`config.mk`:
```
export PLATFORM = sky130hd
export DESIGN_NAME = gpio_irq_ctrl
export DESIGN_NICKNAME = d
export VERILOG_FILES = /design/src/rtl/gpio_irq_pkg.sv /design/src/rtl/gpio_sync.sv /design/src/rtl/gpio_regs.sv /design/src/rtl/gpio_irq_unit.sv /design/src/rtl/gpio_irq_ctrl.sv
export SDC_FILE = /design/constraint.sdc
export NUM_CORES = 1
export LEC_CHECK = 0
export BUFFER_PORTS_ARGS = -buffer_cell sky130_fd_sc_hd__buf_2
export CAP_MARGIN = 10
export CORE_ASPECT_RATIO = 1.25
export CORE_MARGIN = 2
export CORE_UTILIZATION = 30
export DETAILED_ROUTE_END_ITERATION = 8
export PLACE_DENSITY = 0.45
export SYNTH_ARGS = -nofsm -noshare
export SYNTH_HDL_FRONTEND = slang
export SYNTH_SLANG_ARGS = --single-unit
```
`constraint.sdc`:
```
create_clock -name clk -period 2.9 [get_ports clk]
set_input_delay 0 -clock clk [delete_from_list [all_inputs] [get_ports clk]]
set_output_delay 0 -clock clk [all_outputs]
set_load 0.05 [all_outputs]
```
`src/rtl/gpio_irq_pkg.sv`:
```
package gpio_irq_pkg;

    localparam int REG_DW = 32;
    localparam int IDX_W  = 4;

    typedef enum logic [IDX_W-1:0] {
        IDX_DIR   = 4'd0,
        IDX_LVL   = 4'd1,
        IDX_SETO  = 4'd3,
        IDX_CLRO  = 4'd4,
        IDX_IEN   = 4'd5,
        IDX_ITYP  = 4'd6,
        IDX_IPOL  = 4'd7,
        IDX_IPEND = 4'd8,
        IDX_IMSK  = 4'd9
    } reg_idx_e;

    typedef struct packed {
        logic              wr;
        reg_idx_e          idx;
        logic [REG_DW-1:0] data;
    } bus_req_t;

    function automatic bit pin_count_ok(int n);
        return (n > 0) && (n < REG_DW);
    endfunction

endpackage

```
`src/rtl/gpio_sync.sv`:
```
module gpio_sync #(
    parameter int W = 8
) (
    input  logic         clk,
    input  logic         rst,
    input  logic [W-1:0] d,
    output logic [W-1:0] q
);
    logic [W-1:0] meta_q;
    logic [W-1:0] stab_q;

    always_ff @(posedge clk) begin
        if (rst) begin
            meta_q <= '0;
            stab_q <= '0;
        end else begin
            meta_q <= d;
            stab_q <= meta_q;
        end
    end

    assign q = stab_q;

endmodule

```
`src/rtl/gpio_regs.sv`:
```
module gpio_regs
    import gpio_irq_pkg::*;
#(
    parameter int NP     = 8,
    parameter bit OE_INV = 1'b0
) (
    input  logic              clk,
    input  logic              rst,
    input  bus_req_t          req,
    input  logic [NP-1:0]     lvl,
    input  logic [NP-1:0]     pend,
    output logic [REG_DW-1:0] rdata,
    output logic [NP-1:0]     out,
    output logic [NP-1:0]     oe,
    output logic [NP-1:0]     en,
    output logic [NP-1:0]     typ,
    output logic [NP-1:0]     pol,
    output logic [NP-1:0]     msk,
    output logic              pclr_we,
    output logic [NP-1:0]     pclr_bits
);
    localparam logic [NP-1:0] DIR_RST = OE_INV ? {NP{1'b1}} : {NP{1'b0}};

    logic [NP-1:0] dir_q, out_q, en_q, typ_q, pol_q, msk_q;
    logic [NP-1:0] wbits;
    logic [NP-1:0] rd_word;
    logic          unused_hi;

    assign wbits     = req.data[NP-1:0];
    assign unused_hi = ^req.data[REG_DW-1:NP];

    always_ff @(posedge clk) begin
        if (rst) begin
            dir_q <= DIR_RST;
            out_q <= '0;
            en_q  <= '0;
            typ_q <= '0;
            pol_q <= '0;
            msk_q <= '0;
        end else if (req.wr) begin
            case (req.idx)
                IDX_DIR:  dir_q <= wbits;
                IDX_SETO: out_q <= out_q | wbits;
                IDX_CLRO: out_q <= out_q & ~wbits;
                IDX_IEN:  en_q  <= wbits;
                IDX_ITYP: typ_q <= wbits;
                IDX_IPOL: pol_q <= wbits;
                IDX_IMSK: msk_q <= wbits;
                default: ;
            endcase
        end
    end

    always_comb begin
        case (req.idx)
            IDX_DIR:   rd_word = dir_q;
            IDX_LVL:   rd_word = lvl;
            IDX_SETO:  rd_word = out_q;
            IDX_IEN:   rd_word = en_q;
            IDX_ITYP:  rd_word = typ_q;
            IDX_IPOL:  rd_word = pol_q;
            IDX_IPEND: rd_word = pend;
            IDX_IMSK:  rd_word = msk_q;
            default:   rd_word = '0;
        endcase
    end

    always_ff @(posedge clk) begin
        if (rst) rdata <= '0;
        else     rdata <= REG_DW'(rd_word);
    end

    assign out       = out_q;
    assign oe        = OE_INV ? ~dir_q : dir_q;
    assign en        = en_q;
    assign typ       = typ_q;
    assign pol       = pol_q;
    assign msk       = msk_q;
    assign pclr_we   = req.wr && (req.idx == IDX_IPEND);
    assign pclr_bits = wbits;

    // written ones end up high
    p_set_drives_high_r3: assert property (@(posedge clk) disable iff (rst)
        (req.wr && req.idx == IDX_SETO) |=> ((out_q & $past(wbits)) == $past(wbits)));

    // written ones end up low
    p_clear_drives_low_r4: assert property (@(posedge clk) disable iff (rst)
        (req.wr && req.idx == IDX_CLRO) |=> ((out_q & $past(wbits)) == '0));

    // zero data bits keep their output value
    p_zero_bits_keep_r4: assert property (@(posedge clk) disable iff (rst)
        (req.wr && (req.idx == IDX_SETO || req.idx == IDX_CLRO))
        |=> ((out_q & ~$past(wbits)) == ($past(out_q) & ~$past(wbits))));

    // every pin is an input straight after reset
    p_reset_input_r1: assert property (@(posedge clk)
        $past(rst) |-> (oe == '0));

endmodule

```
`src/rtl/gpio_irq_unit.sv`:
```
module gpio_irq_unit #(
    parameter int NP = 8
) (
    input  logic          clk,
    input  logic          rst,
    input  logic [NP-1:0] lvl,
    input  logic [NP-1:0] en,
    input  logic [NP-1:0] typ,
    input  logic [NP-1:0] pol,
    input  logic [NP-1:0] msk,
    input  logic          clr_we,
    input  logic [NP-1:0] clr_bits,
    output logic [NP-1:0] pend,
    output logic          irq
);
    logic [NP-1:0] prev_q, edge_q;
    logic [NP-1:0] rise, fall, hit, lvl_pend, clr_vec;
    logic          irq_q;

    assign rise     = lvl & ~prev_q;
    assign fall     = ~lvl & prev_q;
    assign hit      = en & ~typ & ((pol & rise) | (~pol & fall));
    assign lvl_pend = en & typ & ~(lvl ^ pol);
    assign clr_vec  = clr_we ? clr_bits : '0;

    always_ff @(posedge clk) begin
        if (rst) begin
            prev_q <= '0;
            edge_q <= '0;
            irq_q  <= 1'b0;
        end else begin
            prev_q <= lvl;
            edge_q <= (edge_q & ~clr_vec & ~typ) | hit;
            irq_q  <= |(pend & en & msk);
        end
    end

    assign pend = lvl_pend | edge_q;
    assign irq  = irq_q;

    // a new edge latch needs the pin enabled the cycle before
    p_edge_needs_enable_r12: assert property (@(posedge clk) disable iff (rst)
        1'b1 |=> ((edge_q & ~$past(edge_q) & ~$past(en)) == '0));

    // the line is raised only when some pin was enabled and unmasked
    p_irq_gated_r10: assert property (@(posedge clk) disable iff (rst)
        irq_q |-> $past(|(en & msk)));

    // cleared edge bits stay cleared unless a new edge arrived
    p_pending_clear_r8: assert property (@(posedge clk) disable iff (rst)
        clr_we |=> ((edge_q & $past(clr_bits) & ~$past(hit)) == '0));

endmodule

```
`src/rtl/gpio_irq_ctrl.sv`:
```
module gpio_irq_ctrl
    import gpio_irq_pkg::*;
#(
    parameter int NPINS  = 8,
    parameter bit OE_INV = 1'b0
) (
    input  logic              clk,
    input  logic              rst,
    input  logic [IDX_W-1:0]  bus_addr,
    input  logic              bus_we,
    input  logic [REG_DW-1:0] bus_wdata,
    output logic [REG_DW-1:0] bus_rdata,
    input  logic [NPINS-1:0]  pin_in,
    output logic [NPINS-1:0]  pin_out,
    output logic [NPINS-1:0]  pin_oe,
    output logic              irq
);
    bus_req_t         req;
    logic [NPINS-1:0] lvl, pend, en, typ, pol, msk, pclr_bits;
    logic             pclr_we;

    initial assert (pin_count_ok(NPINS)) else $error("NPINS must be 1..31");

    always_comb begin
        req.wr   = bus_we;
        req.idx  = reg_idx_e'(bus_addr);
        req.data = bus_wdata;
    end

    gpio_sync #(.W(NPINS)) u_sync (
        .clk (clk),
        .rst (rst),
        .d   (pin_in),
        .q   (lvl)
    );

    gpio_regs #(.NP(NPINS), .OE_INV(OE_INV)) u_regs (
        .clk       (clk),
        .rst       (rst),
        .req       (req),
        .lvl       (lvl),
        .pend      (pend),
        .rdata     (bus_rdata),
        .out       (pin_out),
        .oe        (pin_oe),
        .en        (en),
        .typ       (typ),
        .pol       (pol),
        .msk       (msk),
        .pclr_we   (pclr_we),
        .pclr_bits (pclr_bits)
    );

    gpio_irq_unit #(.NP(NPINS)) u_irq (
        .clk      (clk),
        .rst      (rst),
        .lvl      (lvl),
        .en       (en),
        .typ      (typ),
        .pol      (pol),
        .msk      (msk),
        .clr_we   (pclr_we),
        .clr_bits (pclr_bits),
        .pend     (pend),
        .irq      (irq)
    );

endmodule

```
# Word level (Yosys, flattened, before mapping)
# Index checks and enable logic that the tools add are counted.
# Widths: inputs -> output; s select.
[classes] n_eq_ne=8 mux=3 bitwise=25 n_reduce_logical=10
[ops] op="$and 8x8->8" n=13
[ops] op="$pmux 8 s8" n=1
[ops] op="$not 8->8" n=7
[ops] op="$or 8x8->8" n=4
[ops] op="$eq 4x3->1 const B" n=4
[ops] op="$pmux 8 s2" n=1
[ops] op="$reduce_and 2->1" n=6
[ops] op="$eq 4x4->1 const B" n=2
[ops] op="$mux 8" n=1
[ops] op="$reduce_or 8->1" n=1
[ops] op="$xor 8x8->8" n=1
[ops] op="$eq 4x1->1 const B" n=1
[ops] op="$eq 4x2->1 const B" n=1
[ops] op="$logic_not 4->1" n=1
[ops] op="$reduce_bool 2->1" n=1
[ops] op="$logic_and 1x1->1" n=1
[totals] ff_bits=113 out_inout_bits=49 elab_cells=59

# Longest topological paths before layout
[logic_depth] ltp_word=7 depth_mapped=7 mapped_depth_nobuf=4

# Hierarchy
# Synthesis repeated with hierarchy kept, for this count alone.
[hier_totals] hier_cells=467 hier_area_um2=4291.6
[by_module_without_submodules] module="gpio_regs" cells_each=314 area_each_um2=2876.5 seq_area_each_um2=1121.1 instances=1
[by_module_without_submodules] module="gpio_irq_unit" cells_each=120 area_each_um2=950.9 seq_area_each_um2=340.3 instances=1
[by_module_without_submodules] module="gpio_sync" cells_each=33 area_each_um2=464.2 seq_area_each_um2=320.3 instances=1

# Worst setup path after synthesis
# OpenSTA, ideal clock, no wires.
[synth_path] path_type="register -> register" start="reg u_regs.dir_q[5], in the netlist u_regs.oe[5]" end="reg u_regs.rdata[5]" stages_incl_launch_ff=5 setup_slack_ns=1.507 required_ns=2.825 arrival_ns=1.318 setup_ns=0.075 path_cell_list="dfxtp_1 > or3b_1 > a21oi_1 > o21bai_1 > a31oi_1"
[synth_between] elab_chain_len=1
[synth_rtl] element="start: declaration" line="gpio_regs.sv:24" text="logic [NP-1:0] dir_q, out_q, en_q, typ_q, pol_q, msk_q;"
[synth_rtl] element="start signal: assignment" line="gpio_regs.sv:42" text="IDX_DIR: dir_q <= wbits;"
[synth_rtl] element="$pmux 8 s8" line="gpio_regs.sv:55" text="case (req.idx)"
[synth_rtl] element="end signal: assignment" line="gpio_regs.sv:70" text="else rdata <= REG_DW'(rd_word);"
[synth_rtl] element="end: declaration" line="gpio_regs.sv:12" text="output logic [REG_DW-1:0] rdata,"
# Every way passes these cells.
# A chain may end at the register's enable or synchronous reset.

# Final worst setup path
[layout_path] start="in bus_addr[0]" end="reg u_regs.en_q[5], in the netlist u_regs.en[5]"
[layout_between] elab_chain_len=2
[layout_rtl] element="start: declaration" line="gpio_irq_ctrl.sv:9" text="input logic [IDX_W-1:0] bus_addr,"
[layout_rtl] element="$eq 4x3->1" line="gpio_regs.sv:41" text="case (req.idx)"
[layout_rtl] element="$reduce_and 2->1 (no source line)"
[layout_rtl] element="end signal: assignment" line="gpio_regs.sv:45" text="IDX_IEN: en_q <= wbits;"
[layout_rtl] element="end: declaration" line="gpio_regs.sv:24"
# Every way passes these cells.

==> out/summary.txt <==
====================================================================================
Run status                                                              complete, no violations
Final-report max-slew violation count                                              0
Top_reg_cell synth                                                           dfxtp_1
Maximum number of pins on one net before global-route repair                      82
Share of the synthesized netlist area taken by xor and xnor gates              1.22%
Fraction of post-synthesis cell area in the top cell type by area              41.2%
Worst flop-to-flop path startpoint                                      u_regs.pol[0]
Number of global-route vias before repair                                      3,401
Total number of yosys warnings                                                     0
Clk_skew                                                                  0.00619 ns
Final period util                                                              56.1%
I/O pin total                                                                     96
Share of the yosys chip area belonging to registers                            41.2%
Filler Cells Inserted                                                          1,499
CTS Root Cell                                                              clkbuf_16
Switching pwr                                                               0.721 mW
Number of storage elements in the synthesis netlist                               89
Unrepaired setup endpoints after global routing                                   no
Most instantiated cells after synthesis                                 89 x dfxtp_1, 35 x nand2_1, 34 x mux2i_1
Clock network latency to the later pin of the worst-skew pair                0.35 ns
Top post-synthesis cells by area                                        dfxtp_1 41%, mux2i_1 7.9%, buf_4 4.7%
Detailed-placement wirelength estimate                                       7.98 mm
Max Fclk                                                                     615 MHz
DR vias/cell                                                                    5.05
Max Root-Sink Buffers                                                              2
Final Setup Violations                                                             0
Critical register-to-register path endpoint                                u_irq.irq
Critical path required time                                                  3.16 ns
Area after detailed placement                                               4550 µm²
Worst setup endpoint                                                    u_regs.en[5]
Data arrival, critical path                                                  1.89 ns
Die boundary width                                                            111 µm
P_int                                                                        2.19 mW
Antenna violations before repair                                                   0
Library cell with the highest instance count after synthesis                 dfxtp_1
Worst-case hold slack                                                      0.0182 ns
Number of H-tree levels                                                            3
Post-route design area                                                      5050 µm²
VDD IR max                                                                    253 µV
Quantity of I/O buffers inserted on ports                                         47
Fraction of the mapped netlist area in adder cells                                0%
Post-synthesis mux area share                                                  9.96%
Seq pwr share                                                                  43.5%
Worst Setup Start Kind                                                  primary input
Simple-gate portion of the synthesized area                                    21.7%
Hold WC Path Type                                                          in -> reg
Cell taking the most area after synthesis                                    dfxtp_1
Fraction of the mapped netlist area in compound gates                          16.8%
Launch point of the worst path                                           bus_addr[0]
Wire length per cell                                                         17.5 µm
Nets@finish                                                                      571
Post-synthesis cell area                                                    4320 µm²
Fraction of power consumed by the clock network                                46.5%
Footprint of the multi-input gates                                          2240 µm²
Pre-Repair DR Iteration Count                                                      4
DRC viols                                                                          0
Count of distinct cell types in the synthesized netlist                           49
Weighted congestion at the end of routability-driven global placement          0.830
Average footprint of a synthesized cell                                     9.00 µm²
Worst reg-to-reg path cell count                                                   4
Worst setup path class                                                     in -> reg
Setup TNS                                                                       0 ns
CORE AREA                                                                 14,200 µm²
Worst reg-to-reg setup slack                                                 1.62 ns
DIE HEIGHT                                                                    138 µm
Clock tree from TritonCTS                                                        yes
Main combinational cell family by area after synthesis                  simple AND/OR/NAND/NOR gates
Final hold viol count                                                              0
DRT Wirelength                                                               12.3 mm
Maximum fanout along the worst path                                               35
Inserted Diodes                                                                    0
Inserted Clock Buffers                                                             9
PD cells                                                                  576 nW/µm²
P_leak                                                                       1.97 nW
Number of standard-cell rows in the floorplan                                     49
Wire length of the first global-routing pass                                 19.9 mm
Max-cap violation count                                                            0
Sink count of the clock tree                                                      89
Nature of the critical path endpoint                                            flop
Worst Hold Depth                                                                   3
Area of all sequential standard cells                                       1780 µm²
Total congestion overflow                                                          0
ANT nets after route                                                               0
Worst-path clk slew                                                          0.06 ns
Final critical-path required period                                          1.63 ns
Asr flop ratio synth                                                              0%
Switch share                                                                   24.8%
Transition time of the tightest slew-check pin                              0.940 ns
Starting density of the core                                                   30.4%
Initial DRC count                                                                198
All-Layer GR Usage                                                             16.5%
Ratio of cells with drive above 1 in the final layout                          18.7%
Relative slew slack                                                            37.4%
Area enclosed by the die boundary                                         15,400 µm²
Syn Inst Count                                                                   480
Syn-to-layout area delta                                                       16.8%
Number of enable-type register cells in the synthesized netlist                    0
Number of vias after detailed routing                                          3,573
Fraction of power consumed by combinational cells                              10.0%
====================================================================================
routing by layer:
metal / wire, µm / part of all wire (%) / global-route usage, %
met1: 5560 / 45 / 21.9
met5: 0 / 0 / 0
met2: 5900 / 48 / 26.4
met3: 579 / 4.7 / 3.42
met4: 293 / 2.4 / 6.43
cell usage in the layout, fill, tap and decap left out, drive strengths merged, types with 3 or more instances in the layout:
cell	instances
bufinv	3
a22oi	11
nor2b	28
or3b	3
a21oi	33
nand3b	3
a211oi	8
nor3	12
mux2i	34
o21bai	5
clkbuf	10
buf	57
mux2	8
dlygate4sd3	15
a41oi	3
nand4	7
nand2	35
nor2	31
nand2b	10
nand4b	4
a31oi	5
dfxtp	89
conb	24
o22ai	6
nand3	24
a31o	3
clkinv	3
o21ai	23
and3	4
a22o	3
xnor2	5
nor3b	4
flip-flops by register name, summed over array words and instances, names as in the netlist, named ones only:
name           cells
u_regs.pol         8
u_sync.meta_q      8
u_regs.en          8
u_regs.oe          8
u_irq.irq          1
u_irq.prev_q       8
u_irq.edge_q       8
u_sync.q           8
u_regs.rdata       8
u_regs.msk         8
u_regs.typ         8
area by class of cell:
cell class / instances / area share [%]
multi-input combinational: 352 / 44.3
sequential: 89 / 35.3
timing repair buffer: 72 / 9.12
clock buffer: 10 / 4.73
tap: 178 / 4.41
clock inverter: 6 / 2.08
critical path, cell delays in order:
cell and delay, ns:
buf_2 0.63, nand2b_1 0.54, nor2_1 0.34, buf_4 0.19, nand2_1 0.05, a21oi_1 0.13
repair_timing:
item | CTS | global route
gates resized for setup | 0 | 0
setup endpoints to repair | 0 | 0
hold buffers | 15 | 0
hold endpoints to repair | 29 | 0
buffers inserted | 0 | 0
power groups by stage:
stage | clock network [mW] | logic (mW) | registers (mW)
2_1_floorplan | 0 | 0.231 | 1.30
3_3_place_gp | 0 | 0.275 | 1.29
3_5_place_dp | 0 | 0.277 | 1.29
4_1_cts | 1.38 | 0.293 | 1.26
5_1_grt | 1.44 | 0.311 | 1.27
6_report | 1.35 | 0.292 | 1.26
cells by family (layout without fill, tap and decap cells):
| logic type | Yosys count | count (layout) |
|---|---|---|
| buf+inv | 62 | 88 |
| xor+xnor | 6 | 6 |
| flops | 89 | 89 |
| compound gates | 108 | 108 |
| other cells | 1 | 24 |
| mux | 42 | 42 |
| simple gates | 172 | 172 |
worst min-delay path by stage:
stage / from / end / slack, ns
final: bus_wdata[5] / u_regs.pol[5] / 0.02
after global routing: bus_wdata[5] / flop / 0.02
after CTS: bus_wdata[5] / flop / 0.003
after detailed placement: pin_in[4] / u_sync.meta_q[4] / 0.21
after global placement: pin_in[5] / u_sync.meta_q[5] / 0.21
after floorplan: pin_in[0] / u_sync.meta_q[0] / 0.13
stage by stage:
| step | power, mW | instances | utilization, % | worst slack, ns |
|---|---|---|---|---|
| 3_5_place_dp | 1.57 | 676 | 32.0 | 0.948 |
| 2_1_floorplan | 1.53 | 503 | - | 1.51 |
| 3_3_place_gp | 1.57 | 676 | 32.0 | 0.978 |
| 6_report | 2.91 | 707 | 35.5 | 1.27 |
| 5_1_grt | 3.01 | 707 | 35.5 | 1.11 |
| 4_1_cts | 2.94 | 707 | 35.5 | 1.30 |
No activity file was read; power rests on OpenSTA's default activity.
